### src/rtl/chain_dma_pkg.sv
// Shared definitions for the linked-descriptor DMA channel sequencer.
// Holds the sequencer states, the status flag positions, the control bit
// positions and the register select codes. Positions listed here are part
// of the software-visible layout.
package chain_dma_pkg;

    typedef enum logic [1:0] {
        ST_IDLE  = 2'd0,
        ST_FETCH = 2'd1,
        ST_EXEC  = 2'd2
    } chan_state_e;

    localparam int NFLAG = 6;

    localparam int F_ACT = 0;
    localparam int F_ABT = 1;
    localparam int F_STP = 2;
    localparam int F_SUS = 3;
    localparam int F_EOT = 4;
    localparam int F_EOC = 5;

    localparam int C_START = 0;
    localparam int C_STOP  = 1;
    localparam int C_SUSP  = 2;
    localparam int C_RES   = 3;
    localparam int C_IE_LO = 8;

    localparam logic [2:0] A_CTRL   = 3'd0;
    localparam logic [2:0] A_STAT   = 3'd1;
    localparam logic [2:0] A_CUR    = 3'd2;
    localparam logic [2:0] A_CURHI  = 3'd3;
    localparam logic [2:0] A_NEXT   = 3'd4;
    localparam logic [2:0] A_NEXTHI = 3'd5;

endpackage

### src/rtl/chain_dma_seq.sv
// Channel sequencer: walks the descriptor chain.
// Owns the state machine, the current and next descriptor addresses and
// the pending-suspend flag. It reports status changes as one-cycle event
// pulses. Assumes each command input is a single-cycle pulse and that a
// done or error pulse arrives only while the matching request is high.
module chain_dma_seq
    import chain_dma_pkg::*;
#(
    parameter int AW = 32
) (
    input  logic          clk,
    input  logic          rst_n,
    input  logic          cmd_start,
    input  logic          cmd_stop,
    input  logic          cmd_susp,
    input  logic          cmd_resume,
    input  logic          status_zero,
    input  logic          resume_ok,
    input  logic          next_wr,
    input  logic [AW-1:0] next_wdata,
    output logic          fetch_req,
    output logic [AW-1:0] fetch_addr,
    input  logic          fetch_done,
    input  logic [AW-1:0] fetch_next,
    input  logic          fetch_err,
    output logic          exec_req,
    input  logic          exec_done,
    input  logic          exec_err,
    output logic          busy,
    output logic [AW-1:0] cur_addr,
    output logic [AW-1:0] next_addr,
    output logic          ev_abort,
    output logic          ev_stop,
    output logic          ev_susp,
    output logic          ev_eot,
    output logic          ev_eoc,
    output logic          ev_restart
);

    chan_state_e   state_q, state_d;
    logic [AW-1:0] cur_q, cur_d;
    logic [AW-1:0] next_q, next_d;
    logic          pend_q, pend_d;
    logic          go_start, go_resume;

    // Launch conditions seen from idle.
    assign go_start  = cmd_start && status_zero;
    assign go_resume = cmd_resume && resume_ok;

    // Next-state, address and event decode.
    always_comb begin
        state_d    = state_q;
        cur_d      = cur_q;
        next_d     = next_wr ? next_wdata : next_q;
        pend_d     = pend_q;
        ev_abort   = 1'b0;
        ev_stop    = 1'b0;
        ev_susp    = 1'b0;
        ev_eot     = 1'b0;
        ev_eoc     = 1'b0;
        ev_restart = 1'b0;
        unique case (state_q)
            ST_IDLE: begin
                pend_d = 1'b0;
                if (go_start || go_resume) begin
                    cur_d      = next_q;
                    state_d    = ST_FETCH;
                    ev_restart = go_resume && !go_start;
                end
            end
            ST_FETCH: begin
                if (cmd_susp) pend_d = 1'b1;
                if (cmd_stop) begin
                    ev_stop = 1'b1;
                    state_d = ST_IDLE;
                end else if (fetch_err) begin
                    ev_abort = 1'b1;
                    state_d  = ST_IDLE;
                end else if (fetch_done) begin
                    next_d  = fetch_next;
                    state_d = ST_EXEC;
                end
            end
            ST_EXEC: begin
                if (cmd_susp) pend_d = 1'b1;
                if (cmd_stop) begin
                    ev_stop = 1'b1;
                    state_d = ST_IDLE;
                end else if (exec_err) begin
                    ev_abort = 1'b1;
                    state_d  = ST_IDLE;
                end else if (exec_done) begin
                    ev_eot = 1'b1;
                    if (next_q == '0) begin
                        ev_eoc  = 1'b1;
                        state_d = ST_IDLE;
                    end else if (pend_q || cmd_susp) begin
                        ev_susp = 1'b1;
                        state_d = ST_IDLE;
                    end else begin
                        cur_d   = next_q;
                        state_d = ST_FETCH;
                    end
                end
            end
            default: state_d = ST_IDLE;
        endcase
    end

    // State and address registers.
    always_ff @(posedge clk) begin
        if (!rst_n) begin
            state_q <= ST_IDLE;
            cur_q   <= '0;
            next_q  <= '0;
            pend_q  <= 1'b0;
        end else begin
            state_q <= state_d;
            cur_q   <= cur_d;
            next_q  <= next_d;
            pend_q  <= pend_d;
        end
    end

    assign fetch_req  = (state_q == ST_FETCH);
    assign exec_req   = (state_q == ST_EXEC);
    assign fetch_addr = cur_q;
    assign busy       = (state_q != ST_IDLE);
    assign cur_addr   = cur_q;
    assign next_addr  = next_q;

endmodule

### src/rtl/chain_dma_status.sv
// Status flag register.
// Hardware set events take priority over software write-one-to-clear and
// over the resume clear in the same cycle. The Active bit is not stored:
// it is taken from the sequencer's busy signal. Assumes the set and clear
// event vectors use the flag positions of the package.
module chain_dma_status
    import chain_dma_pkg::*;
#(
    parameter int NF = NFLAG
) (
    input  logic          clk,
    input  logic          rst_n,
    input  logic          busy,
    input  logic [NF-1:1] hw_set,
    input  logic [NF-1:1] hw_clr,
    input  logic [NF-1:1] sw_clr,
    output logic [NF-1:0] status,
    output logic          status_zero,
    output logic          resume_ok
);

    logic [NF-1:1] flags_q;

    // Flag update: clear first, then apply hardware sets.
    always_ff @(posedge clk) begin
        if (!rst_n) begin
            flags_q <= '0;
        end else begin
            flags_q <= (flags_q & ~sw_clr & ~hw_clr) | hw_set;
        end
    end

    assign status      = {flags_q, busy};
    assign status_zero = (flags_q == '0) && !busy;
    assign resume_ok   = !flags_q[F_STP] && !flags_q[F_ABT] && !busy;

endmodule

### src/rtl/chain_dma_irq.sv
// Interrupt enable register and interrupt combine.
// Holds one enable per stored status flag and raises irq while any flag is
// set together with its enable. Assumes flag i pairs with enable i-1.
module chain_dma_irq #(
    parameter int NF = 6
) (
    input  logic          clk,
    input  logic          rst_n,
    input  logic          ie_wr,
    input  logic [NF-2:0] ie_wdata,
    input  logic [NF-1:1] flags,
    output logic [NF-2:0] ie,
    output logic          irq
);

    logic [NF-2:0] ie_q;
    logic [NF-2:0] hit;

    // Enable register, rewritten on each control write.
    always_ff @(posedge clk) begin
        if (!rst_n) begin
            ie_q <= '0;
        end else if (ie_wr) begin
            ie_q <= ie_wdata;
        end
    end

    // Per-flag masking.
    for (genvar g = 0; g < NF - 1; g++) begin : g_mask
        assign hit[g] = flags[g+1] && ie_q[g];
    end

    assign ie  = ie_q;
    assign irq = |hit;

endmodule

### src/rtl/chain_dma_ctrl.sv
// Top of the linked-descriptor DMA channel sequencer.
// Decodes software writes into commands, status clears, enable and
// next-address updates, muxes read data, and wires the sequencer, the
// status flags and the interrupt logic together. Assumes one register
// access per cycle and AW no wider than DW.
module chain_dma_ctrl
    import chain_dma_pkg::*;
#(
    parameter int AW = 32,
    parameter int DW = 32
) (
    input  logic          clk,
    input  logic          rst_n,
    input  logic          sw_wr,
    input  logic [2:0]    sw_addr,
    input  logic [DW-1:0] sw_wdata,
    output logic [DW-1:0] sw_rdata,
    output logic          fetch_req,
    output logic [AW-1:0] fetch_addr,
    input  logic          fetch_done,
    input  logic [AW-1:0] fetch_next,
    input  logic          fetch_err,
    output logic          exec_req,
    input  logic          exec_done,
    input  logic          exec_err,
    output logic          irq
);

    localparam int NF  = NFLAG;
    localparam int NIE = NF - 1;

    logic          ctrl_wr, stat_wr, next_wr;
    logic          cmd_start, cmd_stop, cmd_susp, cmd_resume;
    logic          busy, status_zero, resume_ok;
    logic          ev_abort, ev_stop, ev_susp, ev_eot, ev_eoc, ev_restart;
    logic [NF-1:1] hw_set, hw_clr, sw_clr;
    logic [NF-1:0] status_w;
    logic [NIE-1:0] ie_w;
    logic [AW-1:0] cur_w, next_w;

    // Write decode.
    assign ctrl_wr    = sw_wr && (sw_addr == A_CTRL);
    assign stat_wr    = sw_wr && (sw_addr == A_STAT);
    assign next_wr    = sw_wr && (sw_addr == A_NEXT);
    assign cmd_start  = ctrl_wr && sw_wdata[C_START];
    assign cmd_stop   = ctrl_wr && sw_wdata[C_STOP];
    assign cmd_susp   = ctrl_wr && sw_wdata[C_SUSP];
    assign cmd_resume = ctrl_wr && sw_wdata[C_RES];
    assign sw_clr     = stat_wr ? sw_wdata[NF-1:1] : '0;

    // Map sequencer events onto flag set and clear vectors.
    always_comb begin
        hw_set        = '0;
        hw_clr        = '0;
        hw_set[F_ABT] = ev_abort;
        hw_set[F_STP] = ev_stop;
        hw_set[F_SUS] = ev_susp;
        hw_set[F_EOT] = ev_eot;
        hw_set[F_EOC] = ev_eoc;
        hw_clr[F_EOT] = ev_restart;
        hw_clr[F_EOC] = ev_restart;
        hw_clr[F_SUS] = ev_restart;
    end

    chain_dma_seq #(.AW(AW)) u_seq (
        .clk        (clk),
        .rst_n      (rst_n),
        .cmd_start  (cmd_start),
        .cmd_stop   (cmd_stop),
        .cmd_susp   (cmd_susp),
        .cmd_resume (cmd_resume),
        .status_zero(status_zero),
        .resume_ok  (resume_ok),
        .next_wr    (next_wr),
        .next_wdata (sw_wdata[AW-1:0]),
        .fetch_req  (fetch_req),
        .fetch_addr (fetch_addr),
        .fetch_done (fetch_done),
        .fetch_next (fetch_next),
        .fetch_err  (fetch_err),
        .exec_req   (exec_req),
        .exec_done  (exec_done),
        .exec_err   (exec_err),
        .busy       (busy),
        .cur_addr   (cur_w),
        .next_addr  (next_w),
        .ev_abort   (ev_abort),
        .ev_stop    (ev_stop),
        .ev_susp    (ev_susp),
        .ev_eot     (ev_eot),
        .ev_eoc     (ev_eoc),
        .ev_restart (ev_restart)
    );

    chain_dma_status #(.NF(NF)) u_status (
        .clk        (clk),
        .rst_n      (rst_n),
        .busy       (busy),
        .hw_set     (hw_set),
        .hw_clr     (hw_clr),
        .sw_clr     (sw_clr),
        .status     (status_w),
        .status_zero(status_zero),
        .resume_ok  (resume_ok)
    );

    chain_dma_irq #(.NF(NF)) u_irq (
        .clk     (clk),
        .rst_n   (rst_n),
        .ie_wr   (ctrl_wr),
        .ie_wdata(sw_wdata[C_IE_LO +: NIE]),
        .flags   (status_w[NF-1:1]),
        .ie      (ie_w),
        .irq     (irq)
    );

    // Read data mux; command bits and upper address registers read zero.
    always_comb begin
        sw_rdata = '0;
        unique case (sw_addr)
            A_CTRL:  sw_rdata[C_IE_LO +: NIE] = ie_w;
            A_STAT:  sw_rdata[NF-1:0] = status_w;
            A_CUR:   sw_rdata[AW-1:0] = cur_w;
            A_NEXT:  sw_rdata[AW-1:0] = next_w;
            default: sw_rdata = '0;
        endcase
    end

endmodule

### config.mk
export PLATFORM = sky130hd
export DESIGN_NAME = chain_dma_ctrl
export DESIGN_NICKNAME = d
export VERILOG_FILES = /design/src/rtl/chain_dma_pkg.sv /design/src/rtl/chain_dma_seq.sv /design/src/rtl/chain_dma_status.sv /design/src/rtl/chain_dma_irq.sv /design/src/rtl/chain_dma_ctrl.sv
export SDC_FILE = /design/constraint.sdc
export NUM_CORES = 1
export LEC_CHECK = 0
export CAP_MARGIN = 20
export CORE_MARGIN = 2
export CORE_UTILIZATION = 51
export DETAILED_ROUTE_END_ITERATION = 6
export PLACE_DENSITY = 0.86
export SLEW_MARGIN = 20
export SYNTH_ARGS = -nofsm -noshare
export SYNTH_HDL_FRONTEND = slang
export SYNTH_SLANG_ARGS = --single-unit
### constraint.sdc
create_clock -name clk -period 4.8 [get_ports clk]
set_input_delay 1.44 -clock clk [delete_from_list [all_inputs] [get_ports clk]]
set_output_delay 1.44 -clock clk [all_outputs]
set_load 0.005 [all_outputs]
==> metrics.txt, run 1 <==
GP Congestion 0.9555; library cells used by synthesis 44; Overflow after GRT 0; quantity of I/O buffers inserted on ports 140; top-area cell type share of the netlist area between 30% and 40%; Post-synth ARST share 0%; cell taking the most area after synthesis dfxtp_1; final setup TNS 0 ns; Multi-input gate area 0.002748 sq mm; worst hold path class reg2reg; Num CTS Buffers 9; worst setup margin 0.06498 ns; Post-CTS Setup Bufs 0; Layout Nets 704; vias in the first global route 4771; hold depth 2; pin count of the biggest net entering global routing slightly above 50; non-filler instance count after layout about 740; relative slew slack between 30% and 40%; worst endpoint data arrival time 3.30 ns; fmax approximately 210 MHz; mapped cell area 0.004559 sq mm; Leak 1.934 nW; Post-synth top cells dfxtp_1 (77), nor2_1 (56), mux2i_1 (43), nand4_1 (34), o211ai_1 (34); Post-synth EDFFs 0; final WL roughly 16000 microns; Layout area overhead 37.16%; Final min period 4.735 ns; top cells by area, synth dfxtp_1 (34%), mux2i_1 (9.4%), a22oi_2 (8.2%); placed insts 722; DPL Wire Length 10560 microns; antenna violations before repair 0; layout cell share with drive strength beyond 1 12.52%; CP max FO 11; H-tree depth 3; Gate Count Post-Synth roughly 510; critical path type in2out; Layout fillers 665; VDD IR max 0.0001345 V; via count 5039; MaxCap Viol Count 0; Die Y 98.55 microns; PwrDens 251.6 mW/mm^2; first-pass GRT wire length 24840 microns; share of the yosys chip area belonging to registers between 30% and 40%; FF-to-FF setup slack 2.07 ns; CP startpoint kind primary input; Seq. cell area 0.001541 sq mm; Rows 34; post_cts resized 0; final core occ 72.06%; status completed; crit end category primary output; Top FF cell, synth dfxtp_1; Initial Util 52.54%; final hold violations 0; Ys Warns 0; final setup violation count 0; Worst-Skew Late Latency 0.36 ns; most numerous cell in the Yosys netlist dfxtp_1; worst-margin pin slew about 1.0 ns; pre-CTS setup slack 0.07255 ns; WL/cell 21.39 microns; Synth Register Bits 77; clk slew on worst S/H paths around 0.080 ns; CTS Buffer Depth 2; Critical Path RT 3.36 ns; Clock Skews 0.009885 ns; Worst Reg-to-Reg Cells 10; r2r endpoint u_seq.cur_addr[15]; Die Wd 98.55 microns; antenna cell count 0; initial detailed-routing violation count 442; hold_sp u_seq.pend_q; first-pass iteration count of the detailed router 6; Min-Delay Endpoint u_seq.pend_q; TritonCTS Sinks 77; Mapped Avg Cell Area 8.975 sq um; Die Area 0.009712 sq mm; IO Pins 141; total track usage 30.96%; launch point of the worst reg-to-reg path u_seq.state_q[0]; count of pins over their slew limit 0; Post-CTS Hold Buffers 0; Final Power around 1.6 mW; CTS tree built; period utilization a little over nine tenths; drt via density a little under 7; ANT nets after route 0; syn nets between 500 and 600; CTS root buf clkbuf_8; residual DRC count 0; core area 0.008678 sq mm
==> cells in the final DEF, fill, tap and decap left out, drive strengths merged, types with 3 or more instances in the layout <==
cell           count
buf               20
a31oi             33
a211oi            32
ha                 4
o21ai              7
nor4               8
nor2b              5
a22oi             39
clkinv             3
dfxtp             77
nand4             34
clkbuf            11
nor2              56
nand2             15
mux2i             43
clkdlybuf4s50    140
inv                6
a21oi             10
a22o              23
o211ai            34
and3               3
nand3              5
==> flip-flops by register name, summed over array words and instances (netlist names) <==
signal,count
u_seq.cur_addr,32
u_seq.next_addr,32
u_irq.ie,5
u_status.flags_q,5
u_seq.state_q,2
u_seq.pend_q,1
==> routing by layer <==
metal | routed length [microns] | GRT usage [%] | share of wire [%] | vias to the layer above
met1 | 6416 | 40.73 | 41 | 2442
met4 | 387 | 12.33 | 2.4 | 0
met2 | 7630 | 50.86 | 48 | 316
li1 | - | - | - | 2236
met3 | 1369 | 5.177 | 8.7 | 45
met5 | 0 | 0 | 0 | -
==> metrics by stage <==
stage / instance area (sq um) / hold WS (ns)
after CTS: 6226 / 0.5035
after detailed placement: 6025 / 0.4917
after global routing: 6254 / 0.5300
after global placement: 6025 / 0.4766
final: 6254 / 0.5123
after floorplan: 4559 / 0.4650
==> critical path, stage by stage <==
cell	delay (ns)
clkdlybuf4s50_1	0.46
and2b_1	0.27
nor2b_2	0.20
buf_4	0.23
a22o_1	0.18
clkdlybuf4s50_1	0.51
==> worst max-delay path by stage <==
stage	start	end	slack, ns	cells after the start
after global routing	sw_addr[1]	sw_rdata[1]	-0.02	7
after detailed placement	sw_addr[1]	sw_rdata[13]	0.07	6
after global placement	sw_addr[0]	sw_rdata[4]	0.09	7
after CTS	sw_addr[1]	sw_rdata[13]	0.06	6
after floorplan	sw_addr[0]	sw_rdata[13]	0.74	5
final	sw_addr[1]	sw_rdata[13]	0.06	6
==> kinds of logic (layout without fill, tap and decap cells) <==
| kind of cell | count (synthesis) | after routing | synth area share [%] |
|---|---|---|---|
| AOI/OAI and AO/OA | 191 | 191 | 34.08 |
| and+or+nand+nor | 133 | 133 | 14.71 |
| DFF | 77 | 77 | 33.81 |
| buffers and inverters | 59 | 182 | 6.613 |
| muxes | 44 | 44 | 9.687 |
| adders and majority gates | 4 | 4 | 1.098 |
==> report_power, final <==
group / total (mW) / switching, mW / leakage (nW) / internal [mW]
clock: 0.513 / 0.257 / 0.0995 / 0.256
sequential: 0.708 / 0.0429 / 0.623 / 0.665
combinational: 0.353 / 0.206 / 1.21 / 0.147
==> layout make-up <==
class / instances / share of cell area, %
inverter: 6 / 0.3601
clock buffer: 11 / 2.261
multi-input combinational: 372 / 43.94
tap: 108 / 2.161
clock inverter: 5 / 0.9604
sequential: 77 / 24.65
timing repair buffer: 160 / 25.67
Note: power is estimated with default switching activity, not from simulation.
==> inputs of run 2 (changes only) <==
--- a/config.mk
+++ b/config.mk
@@ -5,7 +5,6 @@
 export SDC_FILE = /design/constraint.sdc
 export NUM_CORES = 1
 export LEC_CHECK = 0
-export CAP_MARGIN = 20
 export CORE_MARGIN = 2
 export CORE_UTILIZATION = 51
 export DETAILED_ROUTE_END_ITERATION = 6
==> constraint.sdc (replaced) <==
create_clock -name clk -period 4.8 [get_ports clk]
set_input_delay 1.44 -clock clk [delete_from_list [all_inputs] [get_ports clk]]
set_output_delay 1.44 -clock clk [all_outputs]
set_load 0.1 [all_outputs]
==> run 2 against run 1 <==
Effect of this change:
- sequential power hardly changed
- cell count down 0.54%
- sequential share of layout area shrank 1.1 points
- power up 4.3%
- clock power hardly changed
- clock skew shrank 0.0048 ns
- die area unchanged
- critical path depth stayed put
- combinational power is 19% higher
- clock-buffer cell count did not move
- global-route usage is 1.4 points higher
==> metrics.txt, run 2 (same netlist as run 1, synthesis figures left out) <==
status completed; TritonCTS Sinks 77 (unchanged); final setup TNS 0 ns (unchanged); H-tree depth 3 (unchanged); Critical Path Slowest Stage Cell clkdlybuf4s50_1; Rows 34 (unchanged); Post-CTS Hold Buffers 0 (unchanged); Die Y 98.55 microns (unchanged); clk slew on worst S/H paths 0.08 ns (about the same); Layout area overhead 43.83%; Combinational Power Share 25.7% (+3.3 points); Die Area 0.009712 sq mm (unchanged); antenna cell count 0 (unchanged); RSZ-0062 raised after global routing no; fmax 224.8 MHz (+6.5%); count of pins over their slew limit 0 (unchanged); Num CTS Buffers 9 (unchanged); post_cts resized 0 (unchanged); worst hold path class reg2reg; GP Congestion 0.9865 (+3.2%); initial detailed-routing violation count 485 (+9.7%); IO Pins 141 (unchanged); Clk pwr share 31.0% (-1.6 points); VDD IR max 0.0001761 V (+31%); pin count of the biggest net entering global routing 44 (-14%); CTS Buffer Depth 2 (unchanged); antenna violations before repair 0 (unchanged); total track usage 32.33% (+1.4 points); ANT nets after route 0 (unchanged); Sequential Power Share 43.3% (-1.7 points); CP startpoint kind primary input; final setup violation count 0 (unchanged); Final min period 4.448 ns (-0.2873 ns); Initial Util 52.54% (unchanged); drt via density 6.770 (-0.71%); Worst-Skew Late Latency 0.36 ns (about the same); CP max FO 8 (-3); first-pass iteration count of the detailed router 5 (-1); critical path's top delay family buffers and inverters; worst-path cell chain clkdlybuf4s50_1, buf_4, nor2b_1, a22oi_1, o21ai_2, buf_12; Overflow after GRT 0 (unchanged); critical path type in2out; final WL 16090 microns (+1.8%); slowest stage delay, CP 0.43 ns (-0.08 ns); core area 0.008678 sq mm (unchanged); Die Wd 98.55 microns (unchanged); commonest non-fill, non-tap cells in the layout clkdlybuf4s50_1 (107), dfxtp_1 (77), nor2_1 (55), mux2i_1 (43), buf_12 (36); first-pass GRT wire length 25430 microns (+2.4%); Layout Nets 700 (-0.57%); DPL Wire Length 11040 microns (+4.5%); CTS root buf clkbuf_8; residual DRC count 0 (unchanged); Leak 2.077 nW (+7.4%); Seq. cell area 0.001541 sq mm (unchanged); commonest non-fill, non-tap cell in the layout clkdlybuf4s50_1; crit end category primary output; CP Buf/Inv Count 3 (unchanged); final core occ 75.56% (+3.5 points); worst endpoint data arrival time 3.01 ns (-0.29 ns); Clock Skews 0.005130 ns (-0.004755 ns); Multi-input gate area 0.002768 sq mm (+0.73%); via count 4976 (-1.3%); relative slew slack 34.10% (+1.7 points); PwrDens 250.4 mW/mm^2 (-0.50%); vias in the first global route 4829 (+1.2%); quantity of I/O buffers inserted on ports 140 (unchanged); final hold violations 0 (unchanged); Critical Path RT 3.36 ns (about the same); layout cell share with drive strength beyond 1 18.02% (+5.5 points); Post-CTS Setup Bufs 0 (unchanged); Layout fillers 598 (-10%); Int Pwr 1.075 mW (+0.73%); switching power 0.5663 mW (+12%); period utilization 92.66% (-6.0 points); MaxCap Viol Count 0 (unchanged); CTS tree built; worst-margin pin slew 0.9885 ns (-0.02534 ns); WL/cell 21.89 microns (+2.4%); switch share 34.49% (+2.4 points)
[run 2: cell count changes in the layout (fill, tap and decap cells not counted)]
| cell | delta |
|---|---|
| o21ai_0 | -4 |
| o21ai_1 | -2 |
| buf_6 | -1 |
| clkdlybuf4s50_1 | -33 |
| buf_4 | -2 |
| nor2b_1 | +1 |
| o21ai_2 | +6 |
| buf_12 | +32 |
| nor2b_2 | -1 |
[run 2: per-layer routing]
metal / up-vias / track usage [%] / share of wire [%] / wire length (microns)
met2: 355 / 55.68 / 49 / 7904
li1: 2230 / - / - / -
met1: 2342 / 40.96 / 38 / 6164
met3: 49 / 5.106 / 9.6 / 1544
met5: - / 0 / 0 / 0
met4: 0 / 11.80 / 3.0 / 479
[run 2: power groups by stage]
| stage | sequential, mW | combinational [mW] | clock, mW |
|---|---|---|---|
| 2_1_floorplan | 0.717 | 0.248 | 0 |
| 3_3_place_gp | 0.721 | 0.400 | 0 |
| 3_5_place_dp | 0.723 | 0.408 | 0 |
| 4_1_cts | 0.708 | 0.411 | 0.510 |
| 5_1_grt | 0.714 | 0.443 | 0.536 |
| 6_report | 0.711 | 0.421 | 0.510 |
[run 2: final cells by class]
cell class	instances	area share (%)
clock buffer	11	2.156
clock inverter	5	0.9159
inverter	6	0.3434
multi-input combinational	372	42.21
sequential	77	23.51
tap	108	2.061
timing repair buffer	156	28.81
[run 2: final timing paths]
check	depth (start not counted)	slack, ns	start	to
setup reg to reg	9	1.91	u_seq.state_q[0]	u_seq.cur_addr[24]
hold / removal	2	0.50	u_seq.state_q[0]	u_seq.state_q[0]
hold reg to reg	2	0.50	u_seq.state_q[0]	u_seq.state_q[0]
setup / recovery	6	0.35	sw_addr[1]	sw_rdata[2]
[run 2: worst register-to-register path, cell delays in order (launching register included)]
cell and delay (ns):
dfxtp_1 0.34, inv_1 0.10, ha_1 0.17, buf_4 0.41, nand2b_1 0.14, a2111oi_0 0.71, o2bb2ai_4 0.31, buf_12 0.26
a22oi_2 0.12, a31oi_1 0.26
[run 2: per-stage QoR]
step,std cells,setup WS [ns],hold slack [ns],power (mW),area (sq um)
after floorplan,508,0.1189,0.4650,0.9652,4582
after global placement,718,0.3872,0.4752,1.121,6335
after detailed placement,718,0.3759,0.4908,1.131,6335
after CTS,734,0.3744,0.5016,1.629,6536
after global routing,735,0.2328,0.5271,1.693,6558
final,735,0.3523,0.5043,1.642,6558
